===== src/rtl/amx_pkg.sv =====
// Shared types for the alpha pixel mixer.
// Assumes: the output select is a 2-bit field decoded only by the output stage.
package amx_pkg;

    // Output source select codes
    typedef enum logic [1:0] {
        SEL_BLEND  = 2'b00,
        SEL_SRC_A  = 2'b01,
        SEL_SRC_B  = 2'b10,
        SEL_BLEND2 = 2'b11
    } out_sel_e;

endpackage


===== src/rtl/amx_capture.sv =====
// Input capture stage: registers pixel data, weight and controls on one edge.
// The weight is clamped to full scale before it is registered.
// Assumes: ALPHA_W >= 2; full scale is 1 << (ALPHA_W-1).
module amx_capture #(
    parameter int unsigned PIX_W   = 24,
    parameter int unsigned ALPHA_W = 9,
    parameter int unsigned LANES   = 3
) (
    input  logic               clk,
    input  logic               rst_n,
    input  logic [PIX_W-1:0]   a_i,
    input  logic [PIX_W-1:0]   b_i,
    input  logic [ALPHA_W-1:0] alpha_i,
    input  logic [LANES-1:0]   sgn_i,
    input  logic [1:0]         sel_i,
    input  logic               pen_i,
    input  logic               av_i,
    output logic [PIX_W-1:0]   a_q,
    output logic [PIX_W-1:0]   b_q,
    output logic [ALPHA_W-1:0] alpha_q,
    output logic [LANES-1:0]   sgn_q,
    output logic [1:0]         sel_q,
    output logic               pen_q,
    output logic               av_q
);
    localparam logic [ALPHA_W-1:0] FULL = ALPHA_W'(1) << (ALPHA_W - 1);

    logic [ALPHA_W-1:0] alpha_lim;

    // Limit the weight to full scale
    always_comb alpha_lim = (alpha_i > FULL) ? FULL : alpha_i;

    // Register every input on the same rising edge
    always_ff @(posedge clk) begin
        if (!rst_n) begin
            a_q     <= '0;
            b_q     <= '0;
            alpha_q <= '0;
            sgn_q   <= '0;
            sel_q   <= '0;
            pen_q   <= 1'b0;
            av_q    <= 1'b0;
        end else begin
            a_q     <= a_i;
            b_q     <= b_i;
            alpha_q <= alpha_lim;
            sgn_q   <= sgn_i;
            sel_q   <= sel_i;
            pen_q   <= pen_i;
            av_q    <= av_i;
        end
    end
endmodule


===== src/rtl/amx_delay.sv =====
// Reset-to-zero shift register that delays a bundle by DEPTH clocks.
// Assumes: DEPTH >= 1.
module amx_delay #(
    parameter int unsigned W     = 8,
    parameter int unsigned DEPTH = 1
) (
    input  logic         clk,
    input  logic         rst_n,
    input  logic [W-1:0] d_i,
    output logic [W-1:0] d_o
);
    logic [W-1:0] sr [DEPTH];

    // Shift the bundle one stage per clock
    always_ff @(posedge clk) begin
        if (!rst_n) begin
            for (int i = 0; i < int'(DEPTH); i++) sr[i] <= '0;
        end else begin
            sr[0] <= d_i;
            for (int i = 1; i < int'(DEPTH); i++) sr[i] <= sr[i-1];
        end
    end

    assign d_o = sr[DEPTH-1];
endmodule


===== src/rtl/amx_lane.sv =====
// One blend lane: registers the weighted difference w*(A-B), then forms
// B + round-half-up(product / 2^FRAC) and limits it to the lane's range.
// The result is combinational off the product register; the caller registers it.
// Assumes: weight already clamped to 0..2^FRAC; inputs come from a register.
module amx_lane #(
    parameter int unsigned LANE_W  = 8,
    parameter int unsigned ALPHA_W = 9
) (
    input  logic               clk,
    input  logic               rst_n,
    input  logic [LANE_W-1:0]  a_i,
    input  logic [LANE_W-1:0]  b_i,
    input  logic [ALPHA_W-1:0] alpha_i,
    input  logic               sgn_i,
    output logic [LANE_W-1:0]  res_o
);
    localparam int unsigned EXT    = LANE_W + 2;
    localparam int unsigned FRAC   = ALPHA_W - 1;
    localparam int unsigned PROD_W = EXT + ALPHA_W + 2;
    localparam logic signed [PROD_W-1:0] HALF  = PROD_W'(1) <<< (FRAC - 1);
    localparam logic signed [PROD_W-1:0] U_MAX = PROD_W'((1 << LANE_W) - 1);
    localparam logic signed [PROD_W-1:0] S_MAX = PROD_W'((1 << (LANE_W - 1)) - 1);
    localparam logic signed [PROD_W-1:0] S_MIN = -(PROD_W'(1) <<< (LANE_W - 1));

    logic signed [EXT-1:0]    a_x, b_x, diff;
    logic signed [ALPHA_W:0]  w_s;
    logic signed [PROD_W-1:0] prod_d, prod_q;
    logic signed [EXT-1:0]    b_q;
    logic                     sgn_q;
    logic signed [PROD_W-1:0] rnd, sum, lo, hi, lim;

    // Extend both operands by the lane's number format and take the difference
    always_comb begin
        a_x    = sgn_i ? {{2{a_i[LANE_W-1]}}, a_i} : {2'b00, a_i};
        b_x    = sgn_i ? {{2{b_i[LANE_W-1]}}, b_i} : {2'b00, b_i};
        diff   = a_x - b_x;
        w_s    = {1'b0, alpha_i};
        prod_d = PROD_W'(diff) * PROD_W'(w_s);
    end

    // Product stage register
    always_ff @(posedge clk) begin
        if (!rst_n) begin
            prod_q <= '0;
            b_q    <= '0;
            sgn_q  <= 1'b0;
        end else begin
            prod_q <= prod_d;
            b_q    <= b_x;
            sgn_q  <= sgn_i;
        end
    end

    // Round half up, add B back and limit to the lane's range
    always_comb begin
        rnd = (prod_q + HALF) >>> FRAC;
        sum = rnd + PROD_W'(b_q);
        lo  = sgn_q ? S_MIN : '0;
        hi  = sgn_q ? S_MAX : U_MAX;
        if (sum < lo)      lim = lo;
        else if (sum > hi) lim = hi;
        else               lim = sum;
        res_o = lim[LANE_W-1:0];
    end
endmodule


===== src/rtl/amx_out_stage.sv =====
// Output register: picks A, B or the blended pixel, forcing B when
// pass-enable is low, and registers the aligned qualifiers.
// Assumes: all inputs are aligned to the same pixel.
module amx_out_stage #(
    parameter int unsigned PIX_W = 24
) (
    input  logic             clk,
    input  logic             rst_n,
    input  logic [PIX_W-1:0] a_i,
    input  logic [PIX_W-1:0] b_i,
    input  logic [PIX_W-1:0] mix_i,
    input  logic [1:0]       sel_i,
    input  logic             pen_i,
    input  logic             av_i,
    output logic [PIX_W-1:0] pix_o,
    output logic             pen_o,
    output logic             av_o
);
    import amx_pkg::*;

    logic [PIX_W-1:0] pick;

    // Source select with the pass-enable override
    always_comb begin
        if (!pen_i) begin
            pick = b_i;
        end else begin
            unique case (out_sel_e'(sel_i))
                SEL_SRC_A: pick = a_i;
                SEL_SRC_B: pick = b_i;
                default:   pick = mix_i;
            endcase
        end
    end

    // Register the output word and its qualifiers
    always_ff @(posedge clk) begin
        if (!rst_n) begin
            pix_o <= '0;
            pen_o <= 1'b0;
            av_o  <= 1'b0;
        end else begin
            pix_o <= pick;
            pen_o <= pen_i;
            av_o  <= av_i;
        end
    end
endmodule


===== src/rtl/alpha_pix_mixer.sv =====
// Alpha-weighted pixel mixer top. Pipeline: capture -> per-lane product ->
// blend, select and output register (three registers end to end).
// Assumes: A and B are already in the same colour format.
module alpha_pix_mixer #(
    parameter int unsigned LANE_W  = 8,
    parameter int unsigned LANES   = 3,
    parameter int unsigned ALPHA_W = 9
) (
    input  logic                      clk,
    input  logic                      rst_n,
    input  logic [LANE_W*LANES-1:0]   pix_a_i,
    input  logic [LANE_W*LANES-1:0]   pix_b_i,
    input  logic [ALPHA_W-1:0]        alpha_i,
    input  logic [LANES-1:0]          lane_signed_i,
    input  logic [1:0]                out_sel_i,
    input  logic                      pass_en_i,
    input  logic                      act_vid_i,
    output logic [LANE_W*LANES-1:0]   pix_o,
    output logic                      pass_en_o,
    output logic                      act_vid_o
);
    localparam int unsigned PIX_W  = LANE_W * LANES;
    localparam int unsigned SIDE_W = 2 * PIX_W + 4;

    logic [PIX_W-1:0]   s1_a, s1_b;
    logic [ALPHA_W-1:0] s1_alpha;
    logic [LANES-1:0]   s1_sgn;
    logic [1:0]         s1_sel;
    logic               s1_pen, s1_av;

    logic [SIDE_W-1:0]  s2_side;
    logic [PIX_W-1:0]   s2_a, s2_b, s2_mix;
    logic [1:0]         s2_sel;
    logic               s2_pen, s2_av;

    amx_capture #(
        .PIX_W   (PIX_W),
        .ALPHA_W (ALPHA_W),
        .LANES   (LANES)
    ) u_capture (
        .clk     (clk),
        .rst_n   (rst_n),
        .a_i     (pix_a_i),
        .b_i     (pix_b_i),
        .alpha_i (alpha_i),
        .sgn_i   (lane_signed_i),
        .sel_i   (out_sel_i),
        .pen_i   (pass_en_i),
        .av_i    (act_vid_i),
        .a_q     (s1_a),
        .b_q     (s1_b),
        .alpha_q (s1_alpha),
        .sgn_q   (s1_sgn),
        .sel_q   (s1_sel),
        .pen_q   (s1_pen),
        .av_q    (s1_av)
    );

    // One blend lane per component
    for (genvar g = 0; g < int'(LANES); g++) begin : g_lane
        amx_lane #(
            .LANE_W  (LANE_W),
            .ALPHA_W (ALPHA_W)
        ) u_lane (
            .clk     (clk),
            .rst_n   (rst_n),
            .a_i     (s1_a[g*LANE_W +: LANE_W]),
            .b_i     (s1_b[g*LANE_W +: LANE_W]),
            .alpha_i (s1_alpha),
            .sgn_i   (s1_sgn[g]),
            .res_o   (s2_mix[g*LANE_W +: LANE_W])
        );
    end

    // Carry the raw pixels and controls alongside the product stage
    amx_delay #(
        .W     (SIDE_W),
        .DEPTH (1)
    ) u_side_dly (
        .clk   (clk),
        .rst_n (rst_n),
        .d_i   ({s1_a, s1_b, s1_sel, s1_pen, s1_av}),
        .d_o   (s2_side)
    );

    assign {s2_a, s2_b, s2_sel, s2_pen, s2_av} = s2_side;

    amx_out_stage #(
        .PIX_W (PIX_W)
    ) u_out (
        .clk   (clk),
        .rst_n (rst_n),
        .a_i   (s2_a),
        .b_i   (s2_b),
        .mix_i (s2_mix),
        .sel_i (s2_sel),
        .pen_i (s2_pen),
        .av_i  (s2_av),
        .pix_o (pix_o),
        .pen_o (pass_en_o),
        .av_o  (act_vid_o)
    );
endmodule


===== config.mk =====
export PLATFORM = sky130hd
export DESIGN_NAME = alpha_pix_mixer
export DESIGN_NICKNAME = d
export VERILOG_FILES = /design/src/rtl/amx_pkg.sv /design/src/rtl/amx_capture.sv /design/src/rtl/amx_delay.sv /design/src/rtl/amx_lane.sv /design/src/rtl/amx_out_stage.sv /design/src/rtl/alpha_pix_mixer.sv
export SDC_FILE = /design/constraint.sdc
export NUM_CORES = 1
export LEC_CHECK = 0
export ABC_AREA = 1
export BUFFER_PORTS_ARGS = -buffer_cell sky130_fd_sc_hd__buf_2
export CAP_MARGIN = 10
export CORE_MARGIN = 2
export CORE_UTILIZATION = 55
export CTS_CLUSTER_SIZE = 8
export DETAILED_ROUTE_END_ITERATION = 8
export PLACE_DENSITY = 0.84
export SYNTH_ARGS = -nofsm -noshare
export SYNTH_HDL_FRONTEND = slang
export SYNTH_SLANG_ARGS = --single-unit

===== constraint.sdc =====
create_clock -name clk -period 11.54 [get_ports clk]
set_input_delay 2.308 -clock clk [delete_from_list [all_inputs] [get_ports clk]]
set_output_delay 2.308 -clock clk [all_outputs]
set_load 0.03 [all_outputs]

; Word level (Yosys, flattened, before mapping)
; Memory sizes are Yosys's and may differ from the RTL's.
; Cells that the tools add are included.
[totals]
reg_bits = 186
ram_bits = 52
inputBits = 66
out_inout_bits = 26
memories = 1
[memory_table]
columns = name, depth, word_bits, read_ports, rd_ports_with_merged_regs, write_ports, line_no
row1 = u_side_dly.sr, 1, 52, 1, 0, 1, amx_delay.sv:12  ; logic [W-1:0] sr [DEPTH];
[op_classes]
addsub = 9
mul = 3
n_lt_le_gt_ge = 7
n_eq_ne = 2
muxes = 25
bitwise_logic = 1
n_reduce_logical = 2
[op_table]
columns = cell, n
row1 = two-way mux 8 bit, 9
row2 = adder 21 x 9 -> 21 bit (second input constant), 3
row3 = < comparator 14 x 21 -> 1 bit, 3
row4 = two-way mux 21 bit, 3
row5 = multiplier 10 x 10 -> 20 bit, 3
row6 = two-way mux 10 bit, 6
row7 = two-way mux 52 bit, 1
row8 = OR reduction 52 bit, 1
row9 = one-hot mux 24 bit (2 select lines), 1
row10 = adder 13 x 10 -> 14 bit, 3
row11 = greater-than comparator 14 x 9 -> 1 bit, 3
row12 = subtractor 10 bit, 3
row13 = two-way mux 24 bit, 1
row14 = greater-than comparator 9 bit (second input constant), 1
row15 = two-way mux 9 bit, 1
row16 = two-way mux 1 bit, 3
row17 = == test 2 x 1 -> 1 bit (second input constant), 1
row18 = == test 2 bit (second input constant), 1
row19 = OR reduction 2 bit, 1
row20 = inverter 1 bit, 1

; Longest topological paths before layout
; Gate-level depths: netlist of the first run.
[logic_depth]
ltp_word = 7
ltp_mapped = 36
ltp_nobuf = 36

; By module
; A second synthesis of the first run with hierarchy kept.
[unflattened]
hier_cells = 3156
hier_area_um2 = 23017.1
[by_module_without_submodules]
columns = mod, instances, cells_each, area_per_inst_um2
row1 = amx_lane (g_lane[2].u_lane), 1, 848, 6104.6
row2 = amx_lane (g_lane[0].u_lane), 1, 872, 6032.0
row3 = amx_lane (g_lane[1].u_lane), 1, 848, 6019.5
row4 = amx_capture, 1, 206, 1839.3
row5 = amx_out_stage, 1, 220, 1526.5
row6 = amx_delay, 1, 162, 1495.2

; Worst setup path before layout of the first run
; Ideal clock, no wire load.
[synth_path]
path_type = flip-flop to flip-flop
start = register u_capture.a_q[8]
end = register g_lane[1].u_lane.prod_q[19]
setup_ns = 0.113
arrival_time_ns = 6.167
path_slack_ns = 5.260
path_stages_with_launch = 36
n_path_buf = 0
synth_period_minus_slack_ns = 6.280
path_cell_list = dfxtp_1 -> inv_1 -> ha_1 -> fa_1 -> nand3b_1 -> and2_1 -> or2_2 -> nand2_1 -> a21oi_1 -> nor2_1 -> o21ai_0 -> nand3_1 -> nand2_1 -> inv_1 -> nand2_1 -> fa_1 -> inv_1 -> fa_1 -> fa_1 -> fa_1 -> inv_1 -> fa_1 -> inv_1 -> ha_1 -> a21oi_1 -> o21ai_0 -> nor3_1 -> inv_1 -> nand2_1 -> nand2_1 -> nand2_1 -> nand2_1 -> a31oi_1 -> nand2_1 -> nand2_1 -> nor2_1
[synth_between]
elab_chain_len = 3
[synth_lines]
columns = item, line_no
row1 = "start, declared", amx_capture.sv:18  ; output logic [PIX_W-1:0] a_q,
row2 = "start signal, assigned", amx_capture.sv:44  ; a_q <= a_i;
row3 = two-way mux 10 bit, amx_lane.sv:34  ; a_x = sgn_i ? {{2{a_i[LANE_W-1]}}, a_i} : {2'b00, a_i};
row4 = subtractor 10 bit, amx_lane.sv:36  ; diff = a_x - b_x;
row5 = multiplier 10 x 10 -> 20 bit, amx_lane.sv:38  ; prod_d = PROD_W'(diff) * PROD_W'(w_s);
row6 = "end signal, assigned", amx_lane.sv:48  ; prod_q <= prod_d;
row7 = "end, declared", amx_lane.sv:27  ; logic signed [PROD_W-1:0] prod_d, prod_q;
; Every way passes these cells.
; A chain may end at the register's enable or synchronous reset.

; Final worst setup path of the first run
; Ends and elaborated chain as after synthesis.

==> results of run 1 <==
[state kept, by name (all words and copies together) (netlist names), 9 cells and up]
| name | count |
|---|---|
| u_out.pix_o | 24 |
| u_capture.alpha_q | 9 |
| u_capture.a_q | 24 |
| u_capture.b_q | 24 |
| g_lane.u_lane.prod_q | 39 |
| u_side_dly.sr | 28 |
| g_lane.u_lane.b_q | 27 |
[report_power, final]
| part | internal, uW | total (uW) | switching (uW) |
|---|---|---|---|
| Clock | 315 | 617 | 303 |
| Combinational | 727 | 2010 | 1280 |
| Sequential | 729 | 797 | 68.2 |
[cell usage in the layout (no fill, tap or decap), types with 7 or more instances in the layout]
cell	netlist	final
ha_1	251	251
a21oi_1	147	147
o21ai_0	74	74
nor2_2	10	10
nand2_1	672	672
xnor2_1	31	31
nand2_2	19	19
nor2_1	257	257
nand3_1	80	80
nor3_1	15	15
inv_1	733	733
nand4_1	38	38
and2_1	7	7
or2_2	16	16
clkbuf_16	0	17
o21a_1	15	15
buf_4	0	9
xor2_1	63	63
a22o_1	21	21
a21oi_2	26	26
dfxtp_1	187	187
nand3b_1	13	13
buf_2	2	90
nand3_2	8	8
o21bai_1	20	20
fa_1	217	217
[final timing paths]
path                                            end  slack [ps]  cells after the start
max          g_lane[1].u_lane.prod_q[19]$_SDFF_PN0_        4560                     35
min                  u_side_dly.sr[0][0]$_SDFF_PN0_         420                      2
max reg2reg  g_lane[1].u_lane.prod_q[19]$_SDFF_PN0_        4560                     35
min reg2reg          u_side_dly.sr[0][0]$_SDFF_PN0_         420                      2
[per-stage QoR]
step	cells	power, uW	utilization [%]	setup slack (ps)	instance area [sq um]
after floorplan	3033	2350	-	5260	22000
after global placement	3600	2720	57.9	4920	22900
after detailed placement	3600	2780	57.9	4650	22900
after CTS	3632	3410	59.5	4590	23500
after global routing	3633	3760	59.5	3970	23500
final	3633	3430	59.5	4560	23500
[per-layer routing]
metal	routed length (microns)	vias to the layer above	global-route usage (%)
li1	-	9332	-
met1	22200	8725	33.1
met2	23500	688	42.8
met3	3200	100	2.99
met4	1580	0	9.10
met5	0	-	0
[logic make-up (layout without fill, tap and decap cells)]
family | Yosys count | after routing
AOI/OAI and AO/OA | 337 | 337
xor gates and xnor gates | 97 | 97
adders and majority gates | 468 | 468
buffers and inverters | 795 | 869
DFF | 187 | 187
other | 0 | 1
and+or+nand+nor | 1149 | 1149
[final cells by class]
| class | count | area, sq um |
|---|---|---|
| clock inverter | 15 | 194 |
| timing repair buffer | 99 | 518 |
| fill | 3411 | 16000 |
| clock buffer | 17 | 425 |
| tap | 525 | 657 |
| inverter | 738 | 2770 |
| multi-input combinational | 2051 | 15200 |
| sequential | 187 | 3740 |
| antenna | 1 | 2.50 |
[worst max-delay path, delay by kind of cell (launching register included)]
| family | cells | cell delay [ps] |
|---|---|---|
| DFF | 1 | 350 |
| and+or+nand+nor | 16 | 1910 |
| AOI/OAI and AO/OA | 5 | 620 |
| adders and majority gates | 8 | 3470 |
| buffers and inverters | 6 | 520 |
==> run summary, run 1 <==
status -> completed
total track usage -> 25.2%
post-synth top area cell -> fa_1
post-route ant nets -> 0
top cells by count, synth -> 733 x inv_1, 672 x nand2_1, 257 x nor2_1
first-pass GRT wire length -> 85700 microns
Crit Path Max Fanout -> 6
RD Place Congestion -> 0.919
clock latency on the worst-skew pair -> 460 ps
Die ar. -> 41500 sq um
die height -> 204 microns
Final setup viols -> 0
Synth warnings -> 0
share of cells above drive strength 1 -> 7.27%
asr flop ratio synth -> 0%
post-synthesis mux area share -> 0%
Clock Tree Buf Depth -> 2
Crit Path Class -> flop to flop
Synth Area in Simple Gates -> 21.9%
IR Drop Worst-Case VDD -> 0.0835 mV
CP startpoint kind -> flop
Post-Synth Adder-Cell Area -> 34.1%
synth top area cells -> fa_1 20%, dfxtp_1 17%, ha_1 14%
flip-flop and latch count after synthesis -> 187
slowest CP cell -> fa_1
Root Driver -> clkbuf_16
worst hold slack -> 419 ps
Tightest Hold Check Type -> flop to flop
total grt overflow -> 0
max_cap viols -> 0
Reg clk slew, reported paths -> 80 ps
row count -> 73
number of global-route vias before repair -> 18400
Post-synth EDFFs -> 0
NumNets Final -> 3628
worst reg2reg path startpoint -> u_capture.a_q[8]$_SDFF_PN0_
power density over the cells -> 146 nW/um^2
most numerous cell in the Yosys netlist -> inv_1
xor/xnor share of the synthesized area -> 3.97%
fin crit share -> 60.5%
Vias -> 18800
Gate Count Post-Synth -> 3033
IO Port Bufs -> 91
Mapped Nets -> 3567
Post-Syn Area per Cell -> 7.24 sq um
main flop type after synthesis -> dfxtp_1
hold-fix buffers at CTS -> 0
Area growth, synth to finish -> 7.20%
Die X -> 204 microns
RSZ-0062 raised after global routing -> no
Starting Density -> 55.5%
slew margin rel. -> 34.6%
critical path arrival -> 7340 ps
drt wl/cell -> 13.9 microns
drt pass-1 iters -> 5
H-tree Lvls -> 4
Final HPWL DP -> 41000 microns
Crit. End Element -> flop
largest net degree at the start of global routing -> 86
area of the core -> 39500 sq um
CTS tree -> done
Seq/Total Area, Yosys -> 17.1%
actual slew at the worst max-slew pin -> 982 ps
Yosys cell types -> 52
final-report hold violation count -> 0
fmax -> 0.143 GHz
# IOs -> 92
setup TNS -> 0 ps
fin. max-slew vios -> 0
Clock Skew -> 13.0 ps
post-synthesis compound-gate area fraction -> 9.33%
static leakage -> 0.0136 uW
Sink Count -> 187
Period minus WS final -> 6980 ps
initial antenna violation count -> 1
DRC violation total after the first TritonRoute iteration -> 1251
Most common cell on crit path -> nand2_1
crit-path max cell delay -> 550 ps
post_cts resized -> 0
Post-CTS Setup Bufs -> 0
number of vias per cell -> 5.19
WP data required -> 11900 ps
hold_sp -> u_capture.av_q$_SDFF_PN0_
Crit. Startpoint -> u_capture.a_q[8]$_SDFF_PN0_
synthesized area -> 22000 sq um
largest family of logic cells by synthesized area -> adder cells
Yosys top cell area share -> 19.8%
total wire length -> 50500 microns
TritonCTS buffer count -> 17
DR DRC count -> 0
Note: power is estimated with default switching activity, not from simulation.
==> run 2, diff against run 1 <==
--- a/config.mk
+++ b/config.mk
@@ -12,7 +12,7 @@
 export CORE_UTILIZATION = 55
 export CTS_CLUSTER_SIZE = 8
 export DETAILED_ROUTE_END_ITERATION = 8
-export PLACE_DENSITY = 0.84
+export PLACE_DENSITY = 0.87
 export SYNTH_ARGS = -nofsm -noshare
 export SYNTH_HDL_FRONTEND = slang
 export SYNTH_SLANG_ARGS = --single-unit
==> constraint.sdc (replaced) <==
create_clock -name clk -period 6.4 [get_ports clk]
set_input_delay 1.28 -clock clk [delete_from_list [all_inputs] [get_ports clk]]
set_output_delay 1.28 -clock clk [all_outputs]
set_load 0.03 [all_outputs]
==> run 2 against run 1 <==
The flow now finishes with violations (setup timing). Die area stayed put. Final cell count rose by 2.3%. Critical path depth shrank 2. Register-to-register slack worse by 4600 ps. Total power increased by 96%. Setup slack lost 4600 ps. Clock skew is 1.3 ps higher. Clock-buffer cell count is 2 higher. Sequential power is 81% higher. Flip-flop and latch count unchanged. Routed wire length rose by 12%. Via count increased by 5.4%. Largest cell class unchanged.
==> run summary, run 2 (synthesis gave the netlist of run 1 again) <==
status -> finished with violations
failing checks -> setup timing
number of global-route vias before repair -> 18700
row count -> 73
Starting Density -> 55.5%
DR DRC count -> 0
Largest Register -> g_lane.u_lane.prod_q
# IOs -> 92
total grt overflow -> 0
Final HPWL DP -> 42500 microns
placed insts -> 3659
Largest regs -> g_lane.u_lane.prod_q (39), u_side_dly.sr (28), g_lane.u_lane.b_q (27)
Crit Path Class -> flop to flop
Crit. Startpoint -> u_capture.a_q[16]$_SDFF_PN0_
Die X -> 204 microns
WP data required -> 6760 ps
slowest CP cell -> fa_2
TritonCTS buffer count -> 17
H-tree Lvls -> 4
slew margin rel. -> 25.5%
worst reg2reg path startpoint -> u_capture.a_q[16]$_SDFF_PN0_
Tightest Hold Check Type -> flop to flop
total track usage -> 26.0%
Area growth, synth to finish -> 12.9%
setup TNS -> -26.7 ps
fin. max-slew vios -> 0
Crit. End Element -> flop
NumNets Final -> 3714
IR Drop Worst-Case VDD -> 0.171 mV
flip-flop count of the largest register after layout -> 39
actual slew at the worst max-slew pin -> 1120 ps
power density over the cells -> 271 nW/um^2
fin cells -> 3717
static leakage -> 0.0139 uW
final-report hold violation count -> 0
Root Driver -> clkbuf_16
Crit Path Max Fanout -> 4
commonest non-fill, non-tap cell in the layout -> inv_1
drt pass-1 iters -> 8
share of cells above drive strength 1 -> 14.0%
Sink Count -> 187
CTS tree -> done
drt wl/cell -> 15.3 microns
M2 GR Usage -> 44.3%
most used routing layer -> met2
most frequent cells in the layout -> 708 x inv_1, 650 x nand2_1, 252 x nor2_1, 223 x ha_1, 209 x fa_1
post-route ant nets -> 0
hold_sp -> u_capture.sel_q[0]$_SDFF_PN0_
fin crit share -> 100%
Clock Tree Buf Depth -> 2
die height -> 204 microns
final setup margin -> -18.8 ps
critical path arrival -> 6780 ps
fmax -> 0.156 GHz
initial antenna violation count -> 1
IO Port Bufs -> 91
number of vias per cell -> 5.34
Reg clk slew, reported paths -> 70 ps
Vias -> 19900
Pwr Total -> 6710 uW
Clock Skew -> 14.3 ps
first-pass GRT wire length -> 87800 microns
Period minus WS final -> 6420 ps
largest net degree at the start of global routing -> 85
CP startpoint kind -> flop
crit-path max cell delay -> 560 ps
clock latency on the worst-skew pair -> 470 ps
max_cap viols -> 0
Final setup viols -> 2
total wire length -> 56800 microns
RD Place Congestion -> 0.938
DRC violation total after the first TritonRoute iteration -> 1721
met3 Resource Use GR -> 3.53%
met1 Usage GRT -> 33.4%
RSZ-0062 raised after global routing -> yes
Die ar. -> 41500 sq um
area of the core -> 39500 sq um
[run 2: cell count changes in the layout (fill, tap and decap cells not counted), sizes merged]
cell      before  now
bufinv         1    0
buf           99  185
clkbuf        17   19
clkinvlp       0    2
inv          743  742
clkinv         9    5
[run 2: power breakdown]
part | switching, uW | internal (uW)
combinational | 2630 | 1630
clock | 502 | 507
sequential | 124 | 1320
total | 3250 | 3450
[run 2: worst paths after layout]
| path | end | depth (start not counted) | slack [ps] |
|---|---|---|---|
| setup / recovery | g_lane[2].u_lane.prod_q[19]$_SDFF_PN0_ | 33 | -20 |
| hold / removal | u_side_dly.sr[0][2]$_SDFF_PN0_ | 2 | 430 |
| setup reg to reg | g_lane[2].u_lane.prod_q[19]$_SDFF_PN0_ | 33 | -20 |
| hold reg to reg | u_side_dly.sr[0][2]$_SDFF_PN0_ | 2 | 430 |
[run 2: final cells by class]
| class | instances | area (sq um) |
|---|---|---|
| Multi-Input combinational cell | 2051 | 15900 |
| Tap cell | 525 | 657 |
| Clock inverter | 11 | 106 |
| Inverter | 738 | 2770 |
| Fill cell | 2986 | 14800 |
| Clock buffer | 19 | 433 |
| Sequential cell | 187 | 3750 |
| Timing Repair Buffer | 185 | 1170 |
| Antenna cell | 1 | 2.50 |
[run 2: per-stage QoR]
step | util, % | setup WS, ps | hold WS (ps) | area (sq um)
finish | 62.6 | -18.8 | 428 | 24800
global route | 62.6 | -356 | 437 | 24800
CTS | 60.8 | 0.495 | 429 | 24000
detailed placement | 59.1 | -178 | 411 | 23400
global placement | 59.1 | 11.5 | 393 | 23400
floorplan | - | 120 | 390 | 22000
[run 2: critical path: cells and delay by family, from the launching register on]
kind / cells / cell delay, ps
simple gates: 13 / 1050
compound gates: 4 / 810
fa+ha+maj: 8 / 3270
xor+xnor: 1 / 300
flops: 1 / 330
buf+inv: 7 / 550
[run 2: timing repair]
action,4_1_cts,5_1_grt
pin swaps,19,66
setup buffers,3,25
hold buffers,0,0
setup endpoints to repair,15,31
gates resized for setup,31,143
[run 2: layer usage]
| metal | share of wire, % | vias to the layer above |
|---|---|---|
| li1 | - | 9495 |
| met1 | 40 | 9194 |
| met2 | 47 | 959 |
| met3 | 8.4 | 210 |
| met4 | 5.1 | 0 |
| met5 | 0 | - |
==> run 3, diff against run 2 <==
--- a/config.mk
+++ b/config.mk
@@ -5,7 +5,7 @@
 export SDC_FILE = /design/constraint.sdc
 export NUM_CORES = 1
 export LEC_CHECK = 0
-export ABC_AREA = 1
+export ABC_AREA = 0
 export BUFFER_PORTS_ARGS = -buffer_cell sky130_fd_sc_hd__buf_2
 export CAP_MARGIN = 10
 export CORE_MARGIN = 2
==> run 3 against run 2 <==
Critical path depth down 4. Area after synthesis shrank 6.5%. Maximum frequency is 10% lower. Largest power group unchanged. Combinational power fell by 2%. Global-route usage grew 3.6 points. The flow finishes with violations (DRC, setup timing). Total power up 0.26%. Largest cell class unchanged. Final cell count shrank 18%. Flip-flop and latch count unchanged. Setup slack worse by 720 ps.
==> run summary, run 3 <==
Reg clk slew, reported paths -> 90 ps
crit-path max cell delay -> 580 ps
Vias -> 19200
Crit Path Class -> flop to flop
Fillers -> 2401
most frequent cells in the layout -> 343 x inv_1, 230 x ha_1, 205 x fa_1, 202 x and2_1, 178 x dfxtp_1
DR DRC count -> 1
Clock Skew -> 24.3 ps
power density over the cells -> 277 nW/um^2
Post-DP Area -> 22300 sq um
Crit Path Max Fanout -> 4
Largest Register -> g_lane.u_lane.prod_q
Die X -> 197 microns
Design Area, Final -> 24300 sq um
H-tree Lvls -> 4
flip-flop and latch count after synthesis -> 187
main flop type after synthesis -> dfxtp_1
post-route ant nets -> 0
number of vias per cell -> 6.26
drt wl/cell -> 21.4 microns
Crit path max-delay family -> adder cells
first-pass GRT wire length -> 91900 microns
actual slew at the worst max-slew pin -> 1170 ps
final setup margin -> -737 ps
Final setup viols -> 28
flip-flop count of the largest register after layout -> 39
die height -> 197 microns
IR Drop Worst-Case VDD -> 0.169 mV
fin. max-slew vios -> 0
Yosys cell types -> 76
row count -> 70
RSZ-0062 raised after global routing -> yes
top cells by count, synth -> 370 x inv_1, 251 x ha_1, 217 x fa_1
Die ar. -> 38900 sq um
status -> finished with violations
Area growth, synth to finish -> 18.2%
Tightest Hold Check Type -> flop to flop
Mapped Nets -> 2889
# IOs -> 92
fmax -> 0.140 GHz
Sink Count -> 187
hold-fix buffers at CTS -> 0
critical path arrival -> 7490 ps
static leakage -> 0.0120 uW
final core utilization -> 66.1%
DRC violation total after the first TritonRoute iteration -> 2048
clock latency on the worst-skew pair -> 480 ps
Most common cell on crit path -> inv_1
Post-synth EDFFs -> 0
number of global-route vias before repair -> 18900
Seq/Total Area, Yosys -> 18.2%
commonest non-fill, non-tap cell in the layout -> inv_1
worst path bufs/invs -> 6
IO Port Bufs -> 91
largest net degree at the start of global routing -> 73
total grt overflow -> 0
failing checks -> DRC, setup timing
CP startpoint kind -> flop
CTS tree -> done
NumNets Final -> 3116
final-report hold violation count -> 0
Gate Count Post-Synth -> 2355
Period minus WS final -> 7140 ps
asr flop ratio synth -> 0%
max_cap viols -> 0
share of cells above drive strength 1 -> 19.0%
Post-Syn Area per Cell -> 8.71 sq um
synth top area cells -> fa_1 21%, dfxtp_1 18%, ha_1 15%
most numerous cell in the Yosys netlist -> inv_1
Final HPWL DP -> 40400 microns
slowest CP cell -> fa_1
WP data required -> 6750 ps
Crit. End Element -> flop
RD Place Congestion -> 0.911
Yosys top cell area share -> 21.2%
Synth warnings -> 0
Clock Tree Buf Depth -> 2
synthesized area -> 20500 sq um
drt pass-1 iters -> 9
TritonCTS buffer count -> 17
total track usage -> 29.6%
Root Driver -> clkbuf_16
area of the core -> 36700 sq um
slew margin rel. -> 22.2%
fin crit share -> 112%
antenna cells -> 0
Largest regs -> g_lane.u_lane.prod_q (39), u_side_dly.sr (28), g_lane.u_lane.b_q (27)
total wire length -> 65700 microns
setup TNS -> -8620 ps
post-synth top area cell -> fa_1
Starting Density -> 55.9%
initial antenna violation count -> 1
run 3: cell types whose count changed in the layout (fill, tap and decap cells not counted), moves of 29 or more:
| cell | previous run | this run |
|---|---|---|
| nand3_1 | 79 | 28 |
| buf_4 | 93 | 174 |
| inv_1 | 708 | 343 |
| nor2b_1 | 0 | 47 |
| a21oi_1 | 125 | 58 |
| nor2_1 | 252 | 121 |
| a31oi_1 | 2 | 40 |
| and2_1 | 5 | 202 |
| nand2_1 | 650 | 162 |
| a21oi_2 | 46 | 17 |
| xnor2_1 | 30 | 70 |
| nand2_2 | 36 | 6 |
run 3: cell type report:
| cell class | instances | area, sq um | share of cell area (%) |
|---|---|---|---|
| clock buffer | 17 | 425 | 1.75 |
| clock inverter | 15 | 169 | 0.696 |
| inverter | 370 | 1390 | 5.73 |
| multi-input combinational | 1729 | 16000 | 66.0 |
| sequential | 187 | 3760 | 15.5 |
| tap | 468 | 586 | 2.41 |
| timing repair buffer | 277 | 1920 | 7.92 |
run 3: final timing paths:
kind	startpoint	endpoint	slack [ps]	depth (start not counted)
worst max-delay path	u_capture.b_q[1]$_SDFF_PN0_	g_lane[0].u_lane.prod_q[18]$_SDFF_PN0_	-740	29
worst min-delay path	u_capture.av_q$_SDFF_PN0_	u_side_dly.sr[0][0]$_SDFF_PN0_	440	1
worst max register to register	u_capture.b_q[1]$_SDFF_PN0_	g_lane[0].u_lane.prod_q[18]$_SDFF_PN0_	-740	29
worst min register to register	u_capture.av_q$_SDFF_PN0_	u_side_dly.sr[0][0]$_SDFF_PN0_	440	1
run 3: stage by stage:
step	hold slack, ps	total power, uW	std cells	worst slack, ps
floorplan	412	3860	2355	-17.6
global placement	414	4630	2962	-212
detailed placement	419	4850	2962	-570
CTS	437	6110	3034	-66.2
global route	454	7090	3063	-822
finish	437	6730	3063	-737
run 3: cell families (layout without fill, tap and decap cells):
kind of cell | Yosys count | after routing | synth area share [%]
AO/OA/AOI/OAI | 397 | 397 | 12.9
AND/OR/NAND/NOR | 718 | 718 | 18.1
flip-flops | 187 | 187 | 18.2
multiplexers | 2 | 2 | 0.0975
buffers and inverters | 439 | 679 | 8.04
XOR/XNOR | 144 | 144 | 6.15
adder cells (fa/ha/maj) | 468 | 468 | 36.5
run 3: per-layer routing:
layer  wire length (microns)  up-vias  track usage, %
li1                        -     8131               -
met1                   23000     9018            35.9
met2                   30900     1508            50.9
met3                    7000      512            5.29
met4                    4730        2            14.8
met5                      13        -               0
run 3: power by group:
group / total [uW] / switching [uW] / internal [uW]
Sequential: 1460 / 153 / 1310
Combinational: 4160 / 2380 / 1780
Clock: 1100 / 569 / 529
run 3: timing repair:
item / CTS / global route
pin swaps: 79 / 76
setup endpoints to repair: 24 / 31
hold endpoints to repair: 0 / 0
setup buffers: 41 / 29
resized for setup: 102 / 113
